$ cat src/rtl/tlbm_pkg.sv
package tlbm_pkg;
  localparam int DATA_W   = 32;
  localparam int PAGE_LSB = 12;
  localparam int PAGE_W   = DATA_W - PAGE_LSB;
  localparam int ASID_W   = 8;
  localparam int OP_W     = 4;

  typedef enum logic [1:0] {
    FK_ALL       = 2'd0,
    FK_PAGE_ASID = 2'd1,
    FK_ASID      = 2'd2,
    FK_PAGE_ANY  = 2'd3
  } flush_kind_e;

  typedef enum logic [1:0] {
    SC_BCAST_SH = 2'd0,
    SC_BCAST    = 2'd1,
    SC_LOCAL_I  = 2'd2,
    SC_LOCAL_D  = 2'd3
  } scope_e;

  typedef struct packed {
    flush_kind_e           kind;
    logic                  bcast;
    logic                  loc_i;
    logic                  loc_d;
    logic                  legal;
    logic [PAGE_W-1:0]     page;
    logic [ASID_W-1:0]     asid;
  } maint_cmd_t;
endpackage

$ cat src/rtl/tlbm_op_decode.sv
module tlbm_op_decode
  import tlbm_pkg::*;
(
  input  logic [OP_W-1:0]   op_i,
  input  logic [DATA_W-1:0] data_i,
  output maint_cmd_t        cmd_o
);
  flush_kind_e kind;
  scope_e      scope;
  logic        use_page;
  logic        use_asid;
  logic        unused_bits;

  assign kind        = flush_kind_e'(op_i[3:2]);
  assign scope       = scope_e'(op_i[1:0]);
  assign unused_bits = ^data_i[PAGE_LSB-1:ASID_W];

  always_comb begin
    use_page = (kind == FK_PAGE_ASID) || (kind == FK_PAGE_ANY);
    use_asid = (kind == FK_PAGE_ASID) || (kind == FK_ASID);

    cmd_o.kind  = kind;
    cmd_o.bcast = (scope == SC_BCAST_SH) || (scope == SC_BCAST);
    cmd_o.loc_i = (scope == SC_LOCAL_I);
    cmd_o.loc_d = (scope == SC_LOCAL_D);
    // page-across-all-ids has no local form
    cmd_o.legal = !((kind == FK_PAGE_ANY) && !cmd_o.bcast);
    cmd_o.page  = use_page ? data_i[DATA_W-1:PAGE_LSB] : '0;
    cmd_o.asid  = use_asid ? data_i[ASID_W-1:0] : '0;
  end
endmodule

$ cat src/rtl/tlbm_target_gen.sv
module tlbm_target_gen
  import tlbm_pkg::*;
#(
  parameter int NUM_CORES = 4,
  parameter int SRC_W     = 2
) (
  input  maint_cmd_t           cmd_i,
  input  logic [SRC_W-1:0]     src_i,
  output logic [NUM_CORES-1:0] imask_o,
  output logic [NUM_CORES-1:0] dmask_o
);
  for (genvar c = 0; c < NUM_CORES; c++) begin : g_core
    logic is_src;
    assign is_src     = (src_i == SRC_W'(c));
    assign imask_o[c] = cmd_i.legal && (cmd_i.bcast || (cmd_i.loc_i && is_src));
    assign dmask_o[c] = cmd_i.legal && (cmd_i.bcast || (cmd_i.loc_d && is_src));
  end
endmodule

$ cat src/rtl/tlbm_ack_tracker.sv
module tlbm_ack_tracker #(
  parameter int NUM_CORES = 4
) (
  input  logic                 clk_i,
  input  logic                 rst_ni,
  input  logic                 start_i,
  input  logic [NUM_CORES-1:0] imask_i,
  input  logic [NUM_CORES-1:0] dmask_i,
  input  logic [NUM_CORES-1:0] idone_i,
  input  logic [NUM_CORES-1:0] ddone_i,
  output logic                 busy_o,
  output logic                 ack_o
);
  logic [NUM_CORES-1:0] pend_i_q, pend_d_q;
  logic [NUM_CORES-1:0] pend_i_nx, pend_d_nx;
  logic                 has_target;
  logic                 all_clear;

  assign has_target = |{imask_i, dmask_i};
  assign pend_i_nx  = pend_i_q & ~idone_i;
  assign pend_d_nx  = pend_d_q & ~ddone_i;
  assign all_clear  = ~|{pend_i_nx, pend_d_nx};

  always_ff @(posedge clk_i or negedge rst_ni) begin
    if (!rst_ni) begin
      busy_o   <= 1'b0;
      ack_o    <= 1'b0;
      pend_i_q <= '0;
      pend_d_q <= '0;
    end else if (start_i) begin
      busy_o   <= has_target;
      ack_o    <= !has_target;
      pend_i_q <= imask_i;
      pend_d_q <= dmask_i;
    end else if (busy_o) begin
      pend_i_q <= pend_i_nx;
      pend_d_q <= pend_d_nx;
      busy_o   <= !all_clear;
      ack_o    <= all_clear;
    end else begin
      ack_o    <= 1'b0;
    end
  end
endmodule

$ cat src/rtl/tlb_maint_decoder.sv
module tlb_maint_decoder
  import tlbm_pkg::*;
#(
  parameter  int NUM_CORES = 4,
  localparam int SRC_W     = (NUM_CORES > 1) ? $clog2(NUM_CORES) : 1
) (
  input  logic                 clk_i,
  input  logic                 rst_ni,
  input  logic                 wr_valid_i,
  input  logic [3:0]           wr_op_i,
  input  logic [31:0]          wr_data_i,
  input  logic [SRC_W-1:0]     wr_src_i,
  output logic                 wr_ready_o,
  output logic                 wr_ack_o,
  output logic [NUM_CORES-1:0] iflush_o,
  output logic [NUM_CORES-1:0] dflush_o,
  output logic [1:0]           flush_kind_o,
  output logic [19:0]          flush_page_o,
  output logic [7:0]           flush_asid_o,
  input  logic [NUM_CORES-1:0] idone_i,
  input  logic [NUM_CORES-1:0] ddone_i
);
  maint_cmd_t           cmd;
  logic [NUM_CORES-1:0] imask, dmask;
  logic                 busy;
  logic                 accept;
  logic                 issue;

  tlbm_op_decode u_dec (
    .op_i   (wr_op_i),
    .data_i (wr_data_i),
    .cmd_o  (cmd)
  );

  tlbm_target_gen #(.NUM_CORES(NUM_CORES), .SRC_W(SRC_W)) u_tgt (
    .cmd_i   (cmd),
    .src_i   (wr_src_i),
    .imask_o (imask),
    .dmask_o (dmask)
  );

  assign wr_ready_o = !busy;
  assign accept     = wr_valid_i && wr_ready_o;
  assign issue      = accept && (|{imask, dmask});

  tlbm_ack_tracker #(.NUM_CORES(NUM_CORES)) u_trk (
    .clk_i   (clk_i),
    .rst_ni  (rst_ni),
    .start_i (accept),
    .imask_i (imask),
    .dmask_i (dmask),
    .idone_i (idone_i),
    .ddone_i (ddone_i),
    .busy_o  (busy),
    .ack_o   (wr_ack_o)
  );

  always_ff @(posedge clk_i or negedge rst_ni) begin
    if (!rst_ni) begin
      iflush_o     <= '0;
      dflush_o     <= '0;
      flush_kind_o <= '0;
      flush_page_o <= '0;
      flush_asid_o <= '0;
    end else begin
      iflush_o <= issue ? imask : '0;
      dflush_o <= issue ? dmask : '0;
      if (issue) begin
        flush_kind_o <= cmd.kind;
        flush_page_o <= cmd.page;
        flush_asid_o <= cmd.asid;
      end
    end
  end
endmodule

$ cat config.mk
export PLATFORM = sky130hd
export DESIGN_NAME = tlb_maint_decoder
export DESIGN_NICKNAME = d
export VERILOG_FILES = /design/src/rtl/tlbm_pkg.sv /design/src/rtl/tlbm_op_decode.sv /design/src/rtl/tlbm_target_gen.sv /design/src/rtl/tlbm_ack_tracker.sv /design/src/rtl/tlb_maint_decoder.sv
export SDC_FILE = /design/constraint.sdc
export NUM_CORES = 1
export LEC_CHECK = 0
export BUFFER_PORTS_ARGS = -buffer_cell sky130_fd_sc_hd__buf_2
export CAP_MARGIN = 0
export CORE_MARGIN = 2
export CORE_UTILIZATION = 44
export DETAILED_ROUTE_END_ITERATION = 8
export GPL_TIMING_DRIVEN = 0
export HOLD_SLACK_MARGIN = 0.05
export PLACE_DENSITY_LB_ADDON = 0.3
export RECOVER_POWER = 50
export SLEW_MARGIN = 5
export SYNTH_ARGS = -nofsm -noshare
export SYNTH_HDL_FRONTEND = slang
export SYNTH_HIERARCHICAL = 1
export SYNTH_SLANG_ARGS = --single-unit
$ cat constraint.sdc
create_clock -name clk_i -period 2 [get_ports clk_i]
set_input_delay 0.6 -clock clk_i [delete_from_list [all_inputs] [get_ports clk_i]]
set_output_delay 0.6 -clock clk_i [all_outputs]
set_load 0.01 [all_outputs]
==> reports/results.ini <==
[power]
comb_power_share_pct = 43.9
switching_share_pct = 32.36
p_int_mw = 2.685
switching_power_mw = 1.284
p_seq_share_pct = 38.6
leakage_nw = 1.735
total_power_mw = 3.970
clkPwrFrac_pct = 17.5
p_per_area_nw_per_um2 = 1159
vdd_drop_max_uv = 657.6

[yosys]
synth_nets = 256
synth_seq_cells = 48
avgSynthCellArea_um2 = 12.00
yosys.area_share.simple_pct = 16.84
synth_compound_area_share_pct = 9.664
synthMuxAreaShare_pct = 18.31
synthAdderAreaFrac_pct = 1.017
synth_xor_xnor_area_share_pct = 0
seq_area_frac_synth_pct = 48.83
syn_inst = 205
synthTopCellsByArea = dfrtp_1 49%, mux2_4 18%, and2_1 4.8%
yosysTopAreaCell = dfrtp_1
synth_top_family_by_area = multiplexers
ys_warn_count = 6
synth_cell_types = 29
synth_area_um2 = 2460
yosysTopAreaCellShare_pct = 48.83

[cells_and_area]
layout_commonest_cell = buf_2
layout-drive-gt1-share_pct = 54.81
fill_cells = 470
multi_input_area_um2 = 1280
mostFrequentLayoutCells = 85 x buf_2, 48 x dfrtp_1, 30 x mux2_4
antenna_cells = 0
synthToLayoutAreaGrowth_pct = 39.27
register_area_um2 = 1201
final_nets = 362

[route]
dr.pass1.iters = 4
wirelength_mm = 5.504
avgRoutedWirePerCell_um = 14.33
via_per_inst = 4.841
ant_nets = 0
dr.first_iter.drc_count = 42
drc = 0
via_count = 1859

[grt]
grtUsageTotal_pct = 18.54
grt_pass1_vias = 1881
antenna_found_initial = 0
overflow = 0
grt_max_degree = 49
grt_pass1_wl_mm = 9.059

[place]
numPortBuffers = 84
dp_slack_ps = -530.7
place_congestion = 0.8016
post-dp-hpwl_mm = 3.771

[floorplanning]
die_h_um = 78.77
core_area_um2 = 5439
rows = 27
io_pins = 89
die_area_um2 = 6205
start_util_pct = 45.23
die_w_um = 78.77

[setup_path]
worst_ep_required_time_ps = 2190
criticalPathCategory = in2reg
worst_setup_path_end_kind = register
reg2reg_depth = 6
critPathTopFamily = simple AND/OR/NAND/NOR gates
timing.critical_path.cells = buf_8 -> ha_4 -> nand2_8 -> nand2_8 -> o21ai_4 -> nor4_4 -> a21boi_4 -> buf_6 -> clkbuf_16 -> mux2_4
rr_startpoint = u_trk/busy_o$_DFF_PN0_
r2r_slack_ps = 380
cpMostUsedCell = nand2_8
critPathSlowestCell = nor4_4
critPathMaxFanout = 8
startpoint_type = primary input
slowest_delay_ps = 320
critPathBufInv = 3
worstPathArrival_ps = 2190
r2r_end = flush_page_o[12]$_DFFE_PN0P_

[timing]
slew_viol_final = 0
maxSlewHeadroom_pct = 29.57
tightest_slew_ps = 1056
fin_crit_ps = 2000
setup_viol = 1
hold_ws_ps = 485.3
fin_crit_sh_pct = 100.0
rsz0062_at_grt = yes
setup_ws_ps = -0.06350
fmax_mhz = 500.0
fin_skew_ps = 10.05
finalHoldViolCount = 0

[clock_tree]
ctsHoldBuffers = 0
cts_sinks = 48
htree_levels = 2
cts-buffers-inserted = 5
clk_pin_slew_ps = 90
root_buffer = clkbuf_8
insertion_delay_ps = 300
cts.path.max_buffers = 2
cts_tree = done

[worst_hold_path]
holdCritPathClass = in2async

[outcome]
status = finished, violations left
violations = setup timing

[flow_run]
cap_violations = 0

[worst max-delay path by stage]
stage                     startpoint                           end  slack (ps)  cells after the start
final                     wr_op_i[2]  flush_page_o[19]$_DFFE_PN0P_       -0.06                     10
after global routing      wr_op_i[2]   flush_asid_o[6]$_DFFE_PN0P_         -60                     10
after CTS                 wr_op_i[3]   flush_page_o[5]$_DFFE_PN0P_           8                     10
after detailed placement  wr_op_i[2]   flush_page_o[1]$_DFFE_PN0P_        -530                     10
after global placement    wr_op_i[2]   flush_page_o[8]$_DFFE_PN0P_        -530                     10
after floorplan           wr_op_i[2]   flush_asid_o[0]$_DFFE_PN0P_        -200                      9
[power groups by stage]
stage	registers (mW)	clock network, mW	logic (mW)
2_1_floorplan	1.68	0	0.906
3_3_place_gp	1.53	0	1.56
3_5_place_dp	1.55	0	1.58
4_1_cts	1.53	0.714	1.72
5_1_grt	1.58	0.757	1.89
6_report	1.53	0.694	1.74
[stage by stage]
| step | util, % | std cells | cell area, um2 | TNS [ps] |
|---|---|---|---|---|
| floorplan | - | 205 | 2544 | -5895 |
| global placement | 56.15 | 361 | 3054 | -15850 |
| detailed placement | 56.15 | 361 | 3054 | -16120 |
| CTS | 61.51 | 377 | 3346 | 0 |
| global route | 62.99 | 384 | 3426 | -1225 |
| finish | 62.99 | 384 | 3426 | -0.06350 |
[worst reg2reg max path, delay by kind of cell (launching register included)]
kind / cells / cell delay (ps)
buffers and inverters: 3 / 480
DFF: 1 / 400
muxes: 1 / 300
AOI/OAI and AO/OA: 1 / 220
and+or+nand+nor: 1 / 110
[routing by layer]
layer	GRT usage (%)	up-vias	wire, um
met4	4.211	0	34
met1	23.37	904	2395
met3	3.523	5	220
li1	-	901	-
met2	32.99	49	2855
met5	0	-	0
[synthesized netlist by cell type]
master and n:
dfrtp_1 48, mux2_4 30, nand2_1 30, and2_1 19, nor2b_1 10, o21a_1 9
o21ai_0 8, inv_1 7, buf_6 6, nand2b_1 6, o21ai_1 6, buf_2 3
buf_4 3, ha_1 2, nor2_1 2, nor4_4 2, o31ai_2 2, a21boi_4 1
a21o_1 1, a31oi_1 1, and2_2 1, nand2_2 1, nand3_1 1, nor3b_1 1
nor4_1 1, o2111ai_1 1, o221ai_1 1, o31a_1 1, o41ai_2 1
[area by class of cell]
cell class,count,share of cell area [%]
sequential,48,35.06
multi-input combinational,138,37.36
tap,72,2.630
buffer,11,3.360
inverter,7,0.7670
timing repair buffer,100,17.57
clock inverter,3,1.242
clock buffer,5,2.009
[what timing repair did]
item,4_1_cts,5_1_grt
buffers inserted,8,8
setup endpoints to repair,31,30
resized for setup,20,5
gates cloned,1,1
pin swaps,11,4
[logic make-up after synthesis]
family / Yosys count
buffers and inverters: 19
adder cells (fa/ha/maj): 2
AND/OR/NAND/NOR: 74
flip-flops: 48
multiplexers: 30
AO/OA/AOI/OAI: 32
[state kept, by name, indices dropped and copies added, names as in the netlist]
signal          cells
u_trk/pend_d_q      4
u_trk/ack_o         1
flush_page_o       20
u_trk/busy_o        1
iflush_o            4
u_trk/pend_i_q      4
dflush_o            4
flush_asid_o        8
flush_kind_o        2
(Power assumes the default switching activity.)
